<file path="config.mk">
export PLATFORM = sky130hd
export DESIGN_NAME = label_match_filter
export DESIGN_NICKNAME = d
export VERILOG_FILES = /design/src/rtl/lmf_pkg.sv /design/src/rtl/lmf_label_table.sv /design/src/rtl/lmf_label_cmp.sv /design/src/rtl/label_match_filter.sv
export SDC_FILE = /design/constraint.sdc
export NUM_CORES = 1
export LEC_CHECK = 0
export BUFFER_PORTS_ARGS = -buffer_cell sky130_fd_sc_hd__buf_2
export CORE_ASPECT_RATIO = 1.2
export CORE_MARGIN = 2
export CORE_UTILIZATION = 55
export DETAILED_ROUTE_END_ITERATION = 6
export GPL_TIMING_DRIVEN = 1
export PLACE_DENSITY = 0.82
export SLEW_MARGIN = 20
export SYNTH_ARGS = -nofsm -noshare
export SYNTH_HDL_FRONTEND = slang
export SYNTH_SLANG_ARGS = --single-unit
</file>
<file path="constraint.sdc">
create_clock -name clk -period 3.23 [get_ports clk]
set_input_delay 0.646 -clock clk [delete_from_list [all_inputs] [get_ports clk]]
set_output_delay 0.646 -clock clk [all_outputs]
set_load 0.1 [all_outputs]
</file>
<file path="src/rtl/lmf_pkg.sv">
`timescale 1ns/1ps
package lmf_pkg;
   localparam int CTRL_W          = 8;
   localparam logic [CTRL_W-1:0] CTRL_RESET = 8'b0010_0101;
   localparam int BIT_FILTER      = 7;
   localparam int BIT_READBACK    = 1;
endpackage

</file>
<file path="src/rtl/lmf_label_table.sv">
`timescale 1ns/1ps
module lmf_label_table #(
   parameter int N = 8,
   parameter int W = 8
) (
   input  logic           clk,
   input  logic           rst,
   input  logic           arm_load,
   input  logic           arm_read,
   input  logic           wr_data,
   input  logic [W-1:0]   wr_val,
   input  logic           rd_data,
   input  logic           stale,
   output logic [N*W-1:0] entries,
   output logic [W-1:0]   rd_val,
   output logic           tbl_ok
);
   localparam int IW = (N > 1) ? $clog2(N) : 1;
   localparam int CW = $clog2(N + 1);

   generate
      if (N < 1 || W < 1) begin : g_bad
         $error("lmf_label_table: N and W must be positive");
      end
   endgenerate

   logic [W-1:0]  ent [N];
   logic [CW-1:0] ld_left, rd_left;
   logic [IW-1:0] ld_idx, rd_idx;

   always_ff @(posedge clk) begin
      if (rst) begin
         for (int i = 0; i < N; i++) ent[i] <= '0;
         ld_left <= '0;
         ld_idx  <= '0;
         tbl_ok  <= 1'b0;
      end else begin
         if (arm_load) begin
            ld_left <= CW'(N);
            ld_idx  <= '0;
            tbl_ok  <= 1'b0;
         end else if (wr_data && ld_left != '0) begin
            ent[ld_idx] <= wr_val;
            ld_idx      <= ld_idx + IW'(1);
            ld_left     <= ld_left - CW'(1);
            if (ld_left == CW'(1)) tbl_ok <= 1'b1;
         end
         if (stale) tbl_ok <= 1'b0;
      end
   end

   always_ff @(posedge clk) begin
      if (rst) begin
         rd_left <= '0;
         rd_idx  <= '0;
      end else if (arm_read) begin
         rd_left <= CW'(N);
         rd_idx  <= '0;
      end else if (rd_data && rd_left != '0) begin
         rd_left <= rd_left - CW'(1);
         rd_idx  <= rd_idx + IW'(1);
      end
   end

   assign rd_val = (rd_left != '0) ? ent[rd_idx] : '0;

   generate
      for (genvar g = 0; g < N; g++) begin : g_flat
         assign entries[g*W +: W] = ent[g];
      end
   endgenerate

   // a pending load sequence advances only on data writes
   a_r3_load_waits: assert property (@(posedge clk) disable iff (rst)
      (ld_left != '0 && !wr_data && !arm_load) |=> $stable(ld_left));
   // each read strobe during a sequence consumes exactly one entry
   a_r4_read_steps: assert property (@(posedge clk) disable iff (rst)
      (rd_data && rd_left != '0 && !arm_read) |=> (rd_left == $past(rd_left) - CW'(1)));
   // a feature-select rising edge invalidates the table
   a_r8_stale_clears: assert property (@(posedge clk) disable iff (rst)
      stale |=> !tbl_ok);
endmodule

</file>
<file path="src/rtl/lmf_label_cmp.sv">
`timescale 1ns/1ps
module lmf_label_cmp #(
   parameter int N = 8,
   parameter int W = 8
) (
   input  logic [N*W-1:0] entries,
   input  logic [W-1:0]   probe,
   output logic           hit
);
   logic [N-1:0] hits;

   generate
      for (genvar g = 0; g < N; g++) begin : g_cmp
         assign hits[g] = (entries[g*W +: W] == probe);
      end
   endgenerate

   assign hit = |hits;
endmodule

</file>
<file path="src/rtl/label_match_filter.sv">
`timescale 1ns/1ps
module label_match_filter
   import lmf_pkg::*;
#(
   parameter int N_LABELS = 8,
   parameter int LBL_W    = 8
) (
   input  logic              clk,
   input  logic              rst,
   input  logic              host_wr,
   input  logic              host_rd,
   input  logic              host_cmd,
   input  logic [LBL_W-1:0]  host_wdata,
   output logic [LBL_W-1:0]  host_rdata,
   output logic [CTRL_W-1:0] ctrl_word,
   input  logic              feat_sel,
   input  logic [LBL_W-1:0]  rx_label,
   input  logic              rx_label_vld,
   input  logic              rx_word_end,
   output logic              word_pass,
   output logic              word_drop
);
   generate
      if (LBL_W < CTRL_W) begin : g_bad_w
         $error("label_match_filter: LBL_W must cover the control word");
      end
      if (N_LABELS < 1) begin : g_bad_n
         $error("label_match_filter: N_LABELS must be positive");
      end
   endgenerate

   logic ctrl_wr, data_wr, data_rd, arm_load, arm_read;
   logic feat_q, stale, filt_en, tbl_ok, hit;
   logic [N_LABELS*LBL_W-1:0] entries;

   assign ctrl_wr  = host_wr & host_cmd;
   assign data_wr  = host_wr & ~host_cmd;
   assign data_rd  = host_rd & ~host_cmd;
   assign arm_load = ctrl_wr & ~ctrl_word[BIT_FILTER]   & host_wdata[BIT_FILTER];
   assign arm_read = ctrl_wr & ~ctrl_word[BIT_READBACK] & host_wdata[BIT_READBACK];
   assign stale    = feat_sel & ~feat_q;
   assign filt_en  = feat_sel & ctrl_word[BIT_FILTER];

   always_ff @(posedge clk) begin
      if (rst) begin
         ctrl_word <= CTRL_RESET;
         feat_q    <= 1'b0;
      end else begin
         if (ctrl_wr) ctrl_word <= host_wdata[CTRL_W-1:0];
         feat_q <= feat_sel;
      end
   end

   lmf_label_table #(.N(N_LABELS), .W(LBL_W)) u_table (
      .clk      (clk),
      .rst      (rst),
      .arm_load (arm_load),
      .arm_read (arm_read),
      .wr_data  (data_wr),
      .wr_val   (host_wdata),
      .rd_data  (data_rd),
      .stale    (stale),
      .entries  (entries),
      .rd_val   (host_rdata),
      .tbl_ok   (tbl_ok)
   );

   lmf_label_cmp #(.N(N_LABELS), .W(LBL_W)) u_cmp (
      .entries (entries),
      .probe   (rx_label),
      .hit     (hit)
   );

   always_ff @(posedge clk) begin
      if (rst) begin
         word_pass <= 1'b0;
         word_drop <= 1'b0;
      end else if (rx_label_vld) begin
         word_pass <= ~filt_en | (tbl_ok & hit);
         word_drop <= filt_en & ~(tbl_ok & hit);
      end else if (rx_word_end) begin
         word_pass <= 1'b0;
         word_drop <= 1'b0;
      end
   end

   // the two verdicts exclude each other
   a_r6_verdict_excl: assert property (@(posedge clk) disable iff (rst)
      !(word_pass && word_drop));
   // a kept word stays kept until its end
   a_r9_verdict_hold: assert property (@(posedge clk) disable iff (rst)
      (word_pass && !rx_label_vld && !rx_word_end) |=> word_pass);
   // without active filtering every word is kept
   a_r7_open_pass: assert property (@(posedge clk) disable iff (rst)
      (rx_label_vld && !(feat_sel && ctrl_word[BIT_FILTER])) |=> word_pass);
   // control writes land in the control register
   a_r2_ctrl_load: assert property (@(posedge clk) disable iff (rst)
      (host_wr && host_cmd) |=> (ctrl_word == $past(host_wdata[CTRL_W-1:0])));
endmodule

</file>
==> results_tabular.tex <==
\begin{tabular}{lr}
\hline
Metric & Value \\
\hline
\multicolumn{2}{l}{\textbf{Clocking}} \\
\quad Clock insertion delay at the later pin of the skew report & 0.35 ns \\
\quad Clock tree from TritonCTS & done \\
\quad CTS clk-pin slew, worst paths & 0.09 ns \\
\quad Cts-stage hold buffer count & 0 \\
\quad Clock Root Buffer & clkbuf\_8 \\
\quad Maximum root-to-sink buffer count & 2 \\
\quad Clock buffers created by TritonCTS & 9 \\
\quad Postcts setup bufs & 0 \\
\quad Clock H-tree levels & 3 \\
\quad Post-cts repair resize count & 0 \\
\quad Count of clock tree sinks & 93 \\
\multicolumn{2}{l}{\textbf{Critical path}} \\
\quad Worst Path Required & 2.58 ns \\
\quad Worst EP arrival & 2.08 ns \\
\quad Critical path, cell by cell & mux4\_2 > mux2i\_1 > nor2\_1 > buf\_2 \\
\quad Kind of critical path & reg -> out \\
\quad CP max stage delay & 0.77 ns \\
\quad Critical Path Slowest Stage Cell & dfxtp\_1 \\
\quad Critical path endpoint category & output pin \\
\quad Category of the worst setup path launch point & flip-flop \\
\quad Maximum fanout encountered on the critical timing path & 16 \\
\multicolumn{2}{l}{\textbf{Cells and area}} \\
\quad Post-layout instance count excluding filler cells & 578 \\
\quad Antenna diodes & 0 \\
\quad Final standard cell utilization of the core & 0.618 \\
\quad Filler cell count in the final layout & 699 \\
\quad Number of nets in the final layout & 482 \\
\quad Area growth, synth to finish & 10.7\% \\
\quad Fraction of layout instances using a drive strength above 1 & 0.214 \\
\quad Multi-input logic area & 2330 µm² \\
\quad Register cell area after layout & 2500 µm² \\
\multicolumn{2}{l}{\textbf{Yosys}} \\
\quad Post-synthesis sequential area ratio & 0.504 \\
\quad Number of different library cells in the post-synthesis netlist & 42 \\
\quad Synthesized flop and latch total & 93 \\
\quad Post-synth top area share & 0.387 \\
\quad Avg Cell Area, Syn & 12.1 µm² \\
\quad Warnings from Yosys & 0 \\
\quad Net count after synthesis & 440 \\
\quad Main area contributors after synthesis & edfxtp\_1 (39\%), dfxtp\_1 (12\%), and2\_1 (8.2\%) \\
\quad Netlist area before placement & 4970 µm² \\
\quad Synthesized instance count & 411 \\
\quad Cell accounting for the most synthesized area & edfxtp\_1 \\
\multicolumn{2}{l}{\textbf{Timing}} \\
\quad Finish-stage setup viols & 0 \\
\quad Share of the clock period used by the worst path & 0.843 \\
\quad Highest achievable clock rate & 367 MHz \\
\quad Total count of hold-check failures in the final report & 0 \\
\quad Fin Setup TNS & 0 ns \\
\quad Setup repair after global routing missed its margin & no \\
\quad Final period demand of the worst path & 2.72 ns \\
\quad Fin Hold WS & 0.471 ns \\
\quad Relative slew margins & 0.468 \\
\quad Final max-slew violation count & 0 \\
\quad Worst Tran Pin Value & 0.791 ns \\
\quad Worst setup skew after layout & 0.00849 ns \\
\multicolumn{2}{l}{\textbf{Route}} \\
\quad Avg Vias per Cell & 5.47 \\
\quad Number of violations reported at the end of detailed-routing iteration 0 & 288 \\
\quad Number of iterations in the first detailed-routing pass & 4 \\
\quad Total length of routed wires & 10.5 mm \\
\quad Number of nets with antenna violations after detailed routing & 0 \\
\quad Total via count in the routed design & 3161 \\
\quad Routed length per placed instance & 18.3 µm \\
\quad DRC viols & 0 \\
\multicolumn{2}{l}{\textbf{Die}} \\
\quad Core region area & 8890 µm² \\
\quad Full die area & 9810 µm² \\
\quad Top-level I/O count & 42 \\
\quad Die Width & 90.7 µm \\
\quad Row count & 38 \\
\quad DIE HEIGHT & 108 µm \\
\quad Starting utilization of the core area & 0.559 \\
\multicolumn{2}{l}{\textbf{Hold path}} \\
\quad Worst hold-check path type & reg -> reg \\
\multicolumn{2}{l}{\textbf{Place}} \\
\quad Number of input and output port buffers inserted & 41 \\
\quad Routability-driven placement congestion ratio & 1.02 \\
\quad Post-Place Cells & 562 \\
\quad Post-DP HPWL & 8.28 mm \\
\multicolumn{2}{l}{\textbf{Power}} \\
\quad PwrDens & 490 nW/µm² \\
\quad Max VDD drop & 0.344 mV \\
\quad Static leakage power & 2.02 nW \\
\multicolumn{2}{l}{\textbf{Job}} \\
\quad Number of max-capacitance violations reported & 0 \\
\multicolumn{2}{l}{\textbf{Global routing}} \\
\quad Maximum number of pins on one net before global-route repair & 17 \\
\quad Number of global-route vias before repair & 3248 \\
\quad Initial antenna violation count & 0 \\
\quad First-pass GRT wire length & 17.1 mm \\
\quad Remaining global-route overflow & 0 \\
\quad Total global routing track utilization & 0.231 \\
\multicolumn{2}{l}{\textbf{Run status}} \\
\quad Status & finished, final reports clean \\
\hline
\end{tabular}
power by group:
part / internal [mW] / switching, mW / leakage, nW
sequential: 1.32 / 0.0430 / 0.897
combinational: 0.135 / 0.286 / 1.01
clock: 0.516 / 0.394 / 0.117
sequential cells by signal (all words and copies together) (netlist names), named ones only:
register / cells
u_table.rd_idx: 3
ctrl_word: 8
u_table.tbl_ok: 1
u_table.ent: 64
word_pass: 1
u_table.ld_idx: 3
feat_q: 1
word_drop: 1
u_table.ld_left: 4
u_table.rd_left: 4
cells in the mapped netlist (all sizes together):
master   n
and2    65
edfxtp  64
xor2    37
xnor2   36
dfxtp   29
nand2   29
nor2    28
mux4    16
buf     14
a21oi   10
mux2i   10
o21ai   10
nand4    9
nor4     9
nor3     6
ha       5
inv      5
nand2b   4
nand3    4
clkbuf   3
nand3b   3
nor2b    3
nor3b    3
a211oi   2
or2      2
a31oi    1
and3     1
nand4b   1
o221a    1
o221ai   1
metrics by stage:
step	worst slack [ns]	cell area, µm²	power, mW
floorplan	0.206	4970	1.71
global placement	0.854	5260	1.80
detailed placement	0.781	5260	1.81
CTS	0.506	5500	2.71
global route	0.380	5500	2.79
finish	0.506	5500	2.69
final cells by class:
cell class,count,share of cell area
sequential,93,0.455
timing repair buffer,48,0.0469
inverter,5,0.00341
clock buffer,10,0.0232
multi-input combinational,296,0.424
tap,120,0.0273
clock inverter,6,0.0203
cell usage in the layout, fill, tap and decap left out, types with 2 or more instances in the layout:
cell       count
a21oi_1        9
xor2_1        37
nor3b_2        2
ha_1           5
nor3_1         4
nor4_1         9
nand3_1        4
nor3_4         2
buf_4          7
nand2_1       29
mux2i_1       10
dfxtp_1       29
inv_1          5
bufinv_16      3
nor2b_1        3
mux4_2        16
a211oi_1       2
or2_2          2
clkbuf_8       9
nand3b_1       2
nor2_2         4
edfxtp_1      64
buf_2         41
and2_1        65
nand2b_1       3
nand4_1        8
o21ai_0       10
xnor2_1       36
nor2_1        21
nor2_4         3
metal layers:
metal	part of all wire	track usage
met3	0.052	0.0321
met5	0	0
met4	0.043	0.133
met1	0.41	0.287
met2	0.50	0.389
worst max-delay path: cells and delay by family (launching register included):
| family | cells | cell delay (ns) |
|---|---|---|
| AND/OR/NAND/NOR | 1 | 0.10 |
| multiplexers | 2 | 0.41 |
| flip-flops | 1 | 0.77 |
| buffers and inverters | 1 | 0.43 |
cell families (layout without fill, tap and decap cells):
| logic type | Yosys count | in the layout | share of synthesized area |
|---|---|---|---|
| compound gates | 25 | 25 | 0.0307 |
| buf+inv | 22 | 69 | 0.0270 |
| simple gates | 167 | 167 | 0.204 |
| mux | 26 | 26 | 0.0927 |
| flops | 93 | 93 | 0.504 |
| fa+ha+maj | 5 | 5 | 0.0126 |
| xor+xnor | 73 | 73 | 0.129 |
path summary, 6_finish.rpt:
kind	to	slack [ns]	depth (start not counted)	startpoint
setup / recovery	host_rdata[0]	0.51	4	flip-flop
hold reg to reg	ctrl_word[6]$_SDFFE_PP0N_	0.47	2	ctrl_word[6]$_SDFFE_PP0N_
hold / removal	ctrl_word[6]$_SDFFE_PP0N_	0.47	2	ctrl_word[6]$_SDFFE_PP0N_
setup reg to reg	u_table.ent[1][3]$_SDFFCE_PN0P_	0.96	6	u_table.ld_left[0]$_SDFFE_PP0P_
Power figures use the tool's default switching activity.
